===== src/rtl/rst_pkg.sv =====
package rst_pkg;
  localparam int RST_NREG   = 16;
  localparam int RST_TAG_W  = 4;
  localparam int RST_DATA_W = 64;
  localparam int RST_PORTS  = 2;
endpackage


===== src/rtl/rst_entry.sv =====
module rst_entry #(
  parameter int TAG_W  = 4,
  parameter int DATA_W = 64
) (
  input  logic              clk,
  input  logic              rst_n,
  input  logic              rename,
  input  logic [TAG_W-1:0]  new_tag,
  input  logic              cdb_valid,
  input  logic [TAG_W-1:0]  cdb_tag,
  input  logic [DATA_W-1:0] cdb_data,
  output logic [TAG_W-1:0]  qi,
  output logic [DATA_W-1:0] val,
  output logic              hit
);
  function automatic logic f_match(logic v, logic [TAG_W-1:0] bt, logic [TAG_W-1:0] own);
    return v && (own != '0) && (own == bt);
  endfunction

  assign hit = f_match(cdb_valid, cdb_tag, qi);

  always_ff @(posedge clk or negedge rst_n) begin
    if (!rst_n) begin
      qi  <= '0;
      val <= '0;
    end else if (rename) begin
      qi <= new_tag;
    end else if (hit) begin
      qi  <= '0;
      val <= cdb_data;
    end
  end

  AST_RENAME_TAKES: assert property (@(posedge clk) disable iff (!rst_n)
    rename |=> (qi == $past(new_tag)));
  AST_MATCH_CLEARS: assert property (@(posedge clk) disable iff (!rst_n)
    (hit && !rename) |=> (qi == '0 && val == $past(cdb_data)));
  AST_STALE_KEEPS: assert property (@(posedge clk) disable iff (!rst_n)
    (!hit && !rename) |=> ($stable(qi) && $stable(val)));
  AST_RENAME_KEEPS_VALUE: assert property (@(posedge clk) disable iff (!rst_n)
    rename |=> $stable(val));
endmodule


===== src/rtl/rst_src_port.sv =====
module rst_src_port #(
  parameter int NREG   = 16,
  parameter int TAG_W  = 4,
  parameter int DATA_W = 64,
  localparam int IDX_W = $clog2(NREG)
) (
  input  logic                        clk,
  input  logic                        rst_n,
  input  logic [IDX_W-1:0]            sel,
  input  logic [NREG-1:0][TAG_W-1:0]  qi_all,
  input  logic [NREG-1:0][DATA_W-1:0] val_all,
  input  logic [NREG-1:0]             hit_all,
  input  logic [DATA_W-1:0]           cdb_data,
  output logic [TAG_W-1:0]            tag_out,
  output logic [DATA_W-1:0]           value_out
);
  logic [TAG_W-1:0]  sel_qi;
  logic [DATA_W-1:0] sel_val;
  logic              sel_hit;

  assign sel_qi  = qi_all[sel];
  assign sel_val = val_all[sel];
  assign sel_hit = hit_all[sel];

  always_comb begin
    if (sel_hit) begin
      tag_out   = '0;
      value_out = cdb_data;
    end else if (sel_qi != '0) begin
      tag_out   = sel_qi;
      value_out = '0;
    end else begin
      tag_out   = '0;
      value_out = sel_val;
    end
  end

  AST_BYPASS_READY: assert property (@(posedge clk) disable iff (!rst_n)
    sel_hit |-> (tag_out == '0 && value_out == cdb_data));
  AST_PENDING_NO_VALUE: assert property (@(posedge clk) disable iff (!rst_n)
    (tag_out != '0) |-> (value_out == '0));
endmodule


===== src/rtl/rename_status_table.sv =====
module rename_status_table
  import rst_pkg::*;
#(
  parameter int NREG   = RST_NREG,
  parameter int TAG_W  = RST_TAG_W,
  parameter int DATA_W = RST_DATA_W,
  localparam int IDX_W = $clog2(NREG)
) (
  input  logic              clk,
  input  logic              rst_n,
  input  logic              issue_valid,
  input  logic [IDX_W-1:0]  issue_dst,
  input  logic [TAG_W-1:0]  issue_tag,
  input  logic [IDX_W-1:0]  src_a_idx,
  input  logic [IDX_W-1:0]  src_b_idx,
  output logic [TAG_W-1:0]  src_a_tag,
  output logic [DATA_W-1:0] src_a_value,
  output logic [TAG_W-1:0]  src_b_tag,
  output logic [DATA_W-1:0] src_b_value,
  input  logic              cdb_valid,
  input  logic [TAG_W-1:0]  cdb_tag,
  input  logic [DATA_W-1:0] cdb_data
);
  logic [NREG-1:0][TAG_W-1:0]      qi_all;
  logic [NREG-1:0][DATA_W-1:0]     val_all;
  logic [NREG-1:0]                 hit_all;
  logic [NREG-1:0]                 rename_vec;
  logic [RST_PORTS-1:0][IDX_W-1:0] sel_p;
  logic [RST_PORTS-1:0][TAG_W-1:0] tag_p;
  logic [RST_PORTS-1:0][DATA_W-1:0] val_p;

  genvar r;
  generate
    for (r = 0; r < NREG; r++) begin : g_reg
      assign rename_vec[r] = issue_valid && (issue_dst == IDX_W'(r));
      rst_entry #(.TAG_W(TAG_W), .DATA_W(DATA_W)) u_entry (
        .clk(clk), .rst_n(rst_n),
        .rename(rename_vec[r]), .new_tag(issue_tag),
        .cdb_valid(cdb_valid), .cdb_tag(cdb_tag), .cdb_data(cdb_data),
        .qi(qi_all[r]), .val(val_all[r]), .hit(hit_all[r])
      );
    end
  endgenerate

  assign sel_p[0] = src_a_idx;
  assign sel_p[1] = src_b_idx;

  genvar p;
  generate
    for (p = 0; p < RST_PORTS; p++) begin : g_port
      rst_src_port #(.NREG(NREG), .TAG_W(TAG_W), .DATA_W(DATA_W)) u_port (
        .clk(clk), .rst_n(rst_n), .sel(sel_p[p]),
        .qi_all(qi_all), .val_all(val_all), .hit_all(hit_all),
        .cdb_data(cdb_data), .tag_out(tag_p[p]), .value_out(val_p[p])
      );
    end
  endgenerate

  assign src_a_tag   = tag_p[0];
  assign src_a_value = val_p[0];
  assign src_b_tag   = tag_p[1];
  assign src_b_value = val_p[1];

  AST_ISSUE_TAG_NONZERO: assert property (@(posedge clk) disable iff (!rst_n)
    issue_valid |-> (issue_tag != '0));
  AST_ONE_RENAME: assert property (@(posedge clk) disable iff (!rst_n)
    $onehot0(rename_vec));
endmodule


===== config.mk =====
export PLATFORM = sky130hd
export DESIGN_NAME = rename_status_table
export DESIGN_NICKNAME = d
export VERILOG_FILES = /design/src/rtl/rst_pkg.sv /design/src/rtl/rst_entry.sv /design/src/rtl/rst_src_port.sv /design/src/rtl/rename_status_table.sv
export SDC_FILE = /design/constraint.sdc
export NUM_CORES = 2
export LEC_CHECK = 0
export BUFFER_PORTS_ARGS = -buffer_cell sky130_fd_sc_hd__clkbuf_2
export CELL_PAD_IN_SITES_DETAIL_PLACEMENT = 0
export CELL_PAD_IN_SITES_GLOBAL_PLACEMENT = 1
export CORE_MARGIN = 2
export CORE_UTILIZATION = 48
export DETAILED_ROUTE_END_ITERATION = 8
export PLACE_DENSITY_LB_ADDON = 0.1
export SYNTH_ARGS = -nofsm -noshare
export SYNTH_HDL_FRONTEND = slang
export SYNTH_SLANG_ARGS = --single-unit

===== constraint.sdc =====
create_clock -name clk -period 4.1 [get_ports clk]
set_input_delay 1.025 -clock clk [delete_from_list [all_inputs] [get_ports clk]]
set_output_delay 1.025 -clock clk [all_outputs]
set_load 0.03 [all_outputs]

# [After elaboration in Yosys (flattened, before gate mapping)]
# Cells that the tools add are included.
[word_totals] in_bits=88 regBits=1088 out_inout_bits=136
[op_classes] n_bitwise=16 muxes=52 n_reduce_logical=99 order_cmp=2 eq_ne=31
[ops] operator="binary-select mux 64 bit (select 4 bit)" count=2
[ops] operator="2-to-1 mux 64 bit" count=6
[ops] operator="2-to-1 mux 4 bit" count=38
[ops] operator="nonzero test 4 bit" count=18
[ops] operator="== test 4 bit" count=16
[ops] operator="logical AND 1 bit" count=48
[ops] operator="binary-select mux 4 bit (select 4 bit)" count=2
[ops] operator="== test 4 bit (second input constant)" count=8
[ops] operator="AND reduction 2 bit" count=16
[ops] operator="nonzero test 2 bit" count=16
[ops] operator="== test 4 x 3 -> 1 bit (second input constant)" count=4
[ops] operator="NOT 1 bit" count=16
[ops] operator="< comparator 4 x 5 -> 1 bit (second input constant)" count=2
[ops] operator="binary-select mux 1 bit (select 4 bit)" count=2
[ops] operator="== test 4 x 2 -> 1 bit (second input constant)" count=2
[ops] operator="== test 4 x 1 -> 1 bit (second input constant)" count=1
[ops] operator="zero test 4 bit" count=1
[ops] operator="2-to-1 mux 1 bit" count=2

# [Logic depth before layout (Yosys ltp)]
[logic_depth] ltp_word=6 ltp_mapped=11

# [Cells and area by module]
# Synthesis repeated with hierarchy kept, for this count alone.
[hier_totals] cells_unflattened=3911 hier_area_um2=65315.1
[by_module_without_submodules] module="rst_entry" area_per_inst_um2=2902.8 cells_per_inst=160 seq_area_each_um2=1701.6 n_inst=16
[by_module_without_submodules] module="rst_src_port" area_per_inst_um2=9376.5 cells_per_inst=664 seq_area_each_um2=0.0 n_inst=2
[by_module_without_submodules] module="rename_status_table" area_per_inst_um2=117.6 cells_per_inst=23 seq_area_each_um2=0.0 n_inst=1

# [Worst setup path before layout]
# No wires, ideal clock.
[synth_path] path_type="input port to output port" startpoint="input src_a_idx[0]" endpoint="output src_a_value[0]" arrival_time_ns=3.195 path_stages=7 slack_ns=-0.120 required_ns=3.075 cell_sequence="buf_6 buf_6 clkbuf_1 mux4_2 mux4_2 nand2_1 o221ai_1"
[synth_via] elab_chain_len=5 elab_cells_between_ends=9
[synth_lines] item="start, declared" line="rename_status_table.sv:14" source="input logic [IDX_W-1:0] src_a_idx,"
[synth_lines] item="binary-select mux 4 bit (select 4 bit)" line="rst_src_port.sv:21" source="assign sel_qi = qi_all[sel];"
[synth_lines] item="2-to-1 mux 4 bit (not written as such)" line="rst_src_port.sv:21"
[synth_lines] item="nonzero test 4 bit" line="rst_src_port.sv:29" source="end else if (sel_qi != '0) begin"
[synth_lines] item="2-to-1 mux 64 bit" line="rst_src_port.sv:29"
[synth_lines] item="2-to-1 mux 64 bit *" line="rst_src_port.sv:26" source="if (sel_hit) begin"
[synth_lines] item="end, declared" line="rename_status_table.sv:17" source="output logic [DATA_W-1:0] src_a_value,"
# Every way passes the cells marked *; elsewhere a longest branch is shown, timed or not. The select of a mux whose other input is x is not followed.

# [Worst setup path after layout]
[layout_path] startpoint="register g_reg[5].u_entry.qi[1]" endpoint="output src_a_value[16]"
[layout_via] elab_chain_len=6 elab_cells_between_ends=11
[layout_lines] item="start, declared" line="rst_entry.sv:12" source="output logic [TAG_W-1:0] qi,"
[layout_lines] item="start signal, assigned" line="rst_entry.sv:27" source="qi <= new_tag;"
[layout_lines] item="nonzero test 4 bit" line="rst_entry.sv:17" source="return v && (own != '0) && (own == bt);"
[layout_lines] item="logical AND 1 bit (2 in series)" line="rst_entry.sv:17"
[layout_lines] item="binary-select mux 1 bit (select 4 bit)" line="rst_src_port.sv:23" source="assign sel_hit = hit_all[sel];"
[layout_lines] item="2-to-1 mux 1 bit (not written as such)" line="rst_src_port.sv:23"
[layout_lines] item="2-to-1 mux 64 bit *" line="rst_src_port.sv:26"
# Marks and branches as above.

==> results by group <==
Outcome
  – Status: finished, violations left
  – Failing checks: setup timing

GRT
  – Largest net degree at the start of global routing: 114
  – Initial antenna violation count: 2
  – Vias in the first global route: 42,068
  – Gr ovfl total: 0
  – First-pass GRT wire length: 289.2 mm
  – GRT Overall Usage: 29.60%

Pwr
  – Leakage dissipation: 31.51 nW
  – Tot Pwr: 50.11 mW
  – Power per Cell Area: 664.3 nW/um^2
  – Peak VDD IR: 0.3970 mV

Yosys
  – Post-Synth XOR/XNOR Area: 0.8420%
  – Largest family of logic cells by synthesized area: multiplexers
  – Most common cell in the netlist: dfrtp_1
  – Synth Net Count: 4,304
  – Synth area leaders: dfrtp_1 (44%), mux4_2 (24%), mux2_2 (16%), o221ai_2 (2.9%), nand2_1 (2.7%)
  – YS warnings: 0
  – Distinct cells, synth: 67
  – Post-synth EDFFs: 0
  – Cell count after synthesis: 4,216
  – Seq cells post-synth: 1,088
  – Synth Area per Inst: 14.80 sq um
  – Post-synthesis adder-cell area fraction: 0%
  – Simple-gate area share of the yosys netlist: 4.120%
  – Cell Area, Synth: 62,410 sq um
  – Dominant cell type by area after synthesis: dfrtp_1
  – Prevailing post-synth register cell: dfrtp_1
  – Sequential element share of the synthesized area: 43.62%
  – Compound-gate portion of the synthesized area: 4.306%
  – Post-synth top cells: dfrtp_1 (1,088), mux2_2 (903), mux4_2 (674), nand2_1 (451), clkbuf_1 (222)
  – Multiplexer share of the synthesized area: 42.82%
  – Yosys top cell area share: 43.62%
  – Async SR Flop Fraction: 100.0%

Clock network
  – Max clock buf depth: 3
  – Root buf cell: clkbuf_16
  – CTS Buf Count: 118
  – # H-tree levels: 3
  – CTS Hold Buffers Added: 0
  – Worst-Skew Late Latency: 0.75 ns
  – Worst-path clk slew: 0.06 ns
  – CTS tree: built
  – # clock sinks: 1,088

Setup path
  – Worst R2R Setup Slack: 1.19 ns
  – Crit-path leading delay family: buffers and inverters
  – Crit Path Max Fanout: 8
  – CP dominant cell by count: buf_12
  – CP max-delay cell: dfrtp_2
  – Critical path class: reg2out
  – Critical Path RT: 3.07 ns
  – Data arrival, critical path: 3.42 ns
  – Cell Chain, Critical Path: xnor2_1 > nand4_1 > buf_4 > o311a_4 > a211oi_4 > buf_12 > buf_12 > clkbuf_16 > nand2_1 > o221ai_2 > clkbuf_8
  – Setup crit start kind: register
  – Max incr delay on CP: 0.46 ns
  – WP buf/inv: 5
  – Setup crit end kind: output port

Die
  – Die X: 364.6 um
  – Core area: 129,300 sq um
  – Initial Utilization: 48.26%
  – Die Y-Extent: 364.6 um
  – Ports: 224
  – Row count: 132
  – Full die area: 132,900 sq um

Timing
  – Setup WS post-layout: -0.3471 ns
  – Tightest Pin Transition: 1.001 ns
  – Highest clock rate: 0.2249 GHz
  – Setup_tns: -30.04 ns
  – Slew HR: 33.10%
  – Final setup vio count: 136
  – Final Max Tran Viols: 0
  – Fin crit share: 108.5%
  – Unrepaired setup endpoints after global routing: true
  – Clk_skew: 0.03247 ns
  – Hold Violations, Final: 0
  – Fin crit period: 4.447 ns

Placed design
  – DP Area: 67,400 sq um
  – Pre-CTS setup slack: -0.5157 ns
  – Post-DP HPWL: 115.7 mm
  – IO buf count: 223
  – GP Congestion: 0.9012

Route
  – Drt first pass iters: 5
  – Initial DRC Count: 3,037
  – Via/cell ratio: 6.340
  – Post-route ant nets: 0
  – WL/cell: 31.19 um
  – Via count: 40,266
  – Residual DRC: 0
  – Drt total wl: 198.1 mm

Finish
  – Ant diodes: 0
  – Layout cells sized above 1: 58.43%
  – Layout area overhead: 20.86%
  – Util after Layout: 58.33%
  – Fin area: 75,430 sq um
  – Nets@finish: 4,606

Worst hold path
  – Hold Path Class: in2async

Run
  – MaxCap Viol Count: 0
-- power by group --
group | total [mW] | switching, mW | internal [mW]
sequential | 19.0 | 3.54 | 15.5
combinational | 20.1 | 8.08 | 12.0
clock | 11.0 | 4.60 | 6.40
-- state kept, by name, summed over array words and instances, names as in the netlist --
register / flops
g.u_entry.qi: 64
g.u_entry.val: 1024
-- metrics by stage --
step,std cells,hold slack [ns]
floorplan,4216,0.4697
global route,6351,0.2636
global placement,6024,0.4791
CTS,6278,0.2373
detailed placement,6024,0.4932
finish,6351,0.2491
-- kinds of logic (layout without fill, tap and decap cells) --
group	after synthesis	after routing
buffers and inverters	535	928
XOR/XNOR	60	60
AO/OA/AOI/OAI	231	231
flip-flops	1088	1088
AND/OR/NAND/NOR	603	603
multiplexers	1699	1699
-- final timing paths --
| kind | from | end | depth (start not counted) |
|---|---|---|---|
| max | g_reg[5].u_entry.qi[1] | src_a_value[16] | 11 |
| min | rst_n | g_reg[5].u_entry.val[10] | 1 |
| min reg2reg | g_reg[11].u_entry.val[23] | g_reg[11].u_entry.val[23] | 1 |
| min in group clk | g_reg[11].u_entry.val[23] | g_reg[11].u_entry.val[23] | 1 |
| max in group asynchronous | rst_n | g_reg[15].u_entry.val[42] | 2 |
| max reg2reg | g_reg[1].u_entry.qi[2] | g_reg[1].u_entry.val[7] | 8 |
-- metal layers --
metal	GRT usage [%]	share of wire [%]	vias up
li1	-	-	16819
met1	40.45	42	21911
met2	49.71	50	1200
met3	3.780	5.0	336
met4	8.961	3.7	0
met5	0	0	-
-- timing repair --
action | CTS | global route
gates resized for setup | 348 | 289
setup endpoints to repair | 136 | 136
buffers inserted | 36 | 55
endpoints found under the hold margin | 0 | 0
cloned | 11 | 21
pin swaps | 45 | 45
-- placed cells by master (no fill, tap or decap), types with 6 or more instances in the layout --
cell,count
dfrtp_1,1049
mux2_2,903
mux4_2,674
nand2_1,415
buf_4,218
clkbuf_16,137
buf_12,127
mux2_1,122
clkbuf_8,92
o221ai_2,81
clkbuf_2,79
buf_6,68
inv_1,67
buf_8,50
o221ai_4,47
xnor2_1,44
o21ai_0,43
dfrtp_2,39
nand2_2,32
nand3_1,29
buf_16,25
nor2_1,24
clkbuf_1,23
clkinv_2,18
a22o_1,17
nor2_4,10
nor3_1,10
xnor2_2,8
nand4_1,8
nor3_2,8
nor2b_1,7
bufinv_16,7
xor2_1,6
a221oi_2,6
-- layout make-up --
class | instances | area [sq um]
fillers | 10213 | 53890
multi-input cells | 2593 | 33600
flip-flops and latches | 1088 | 27270
repair buffers | 648 | 8120
clock buffers | 177 | 3557
well taps | 1742 | 2180
clock inverters | 34 | 424.2
inverters | 69 | 270.3
(Power assumes the default switching activity.)
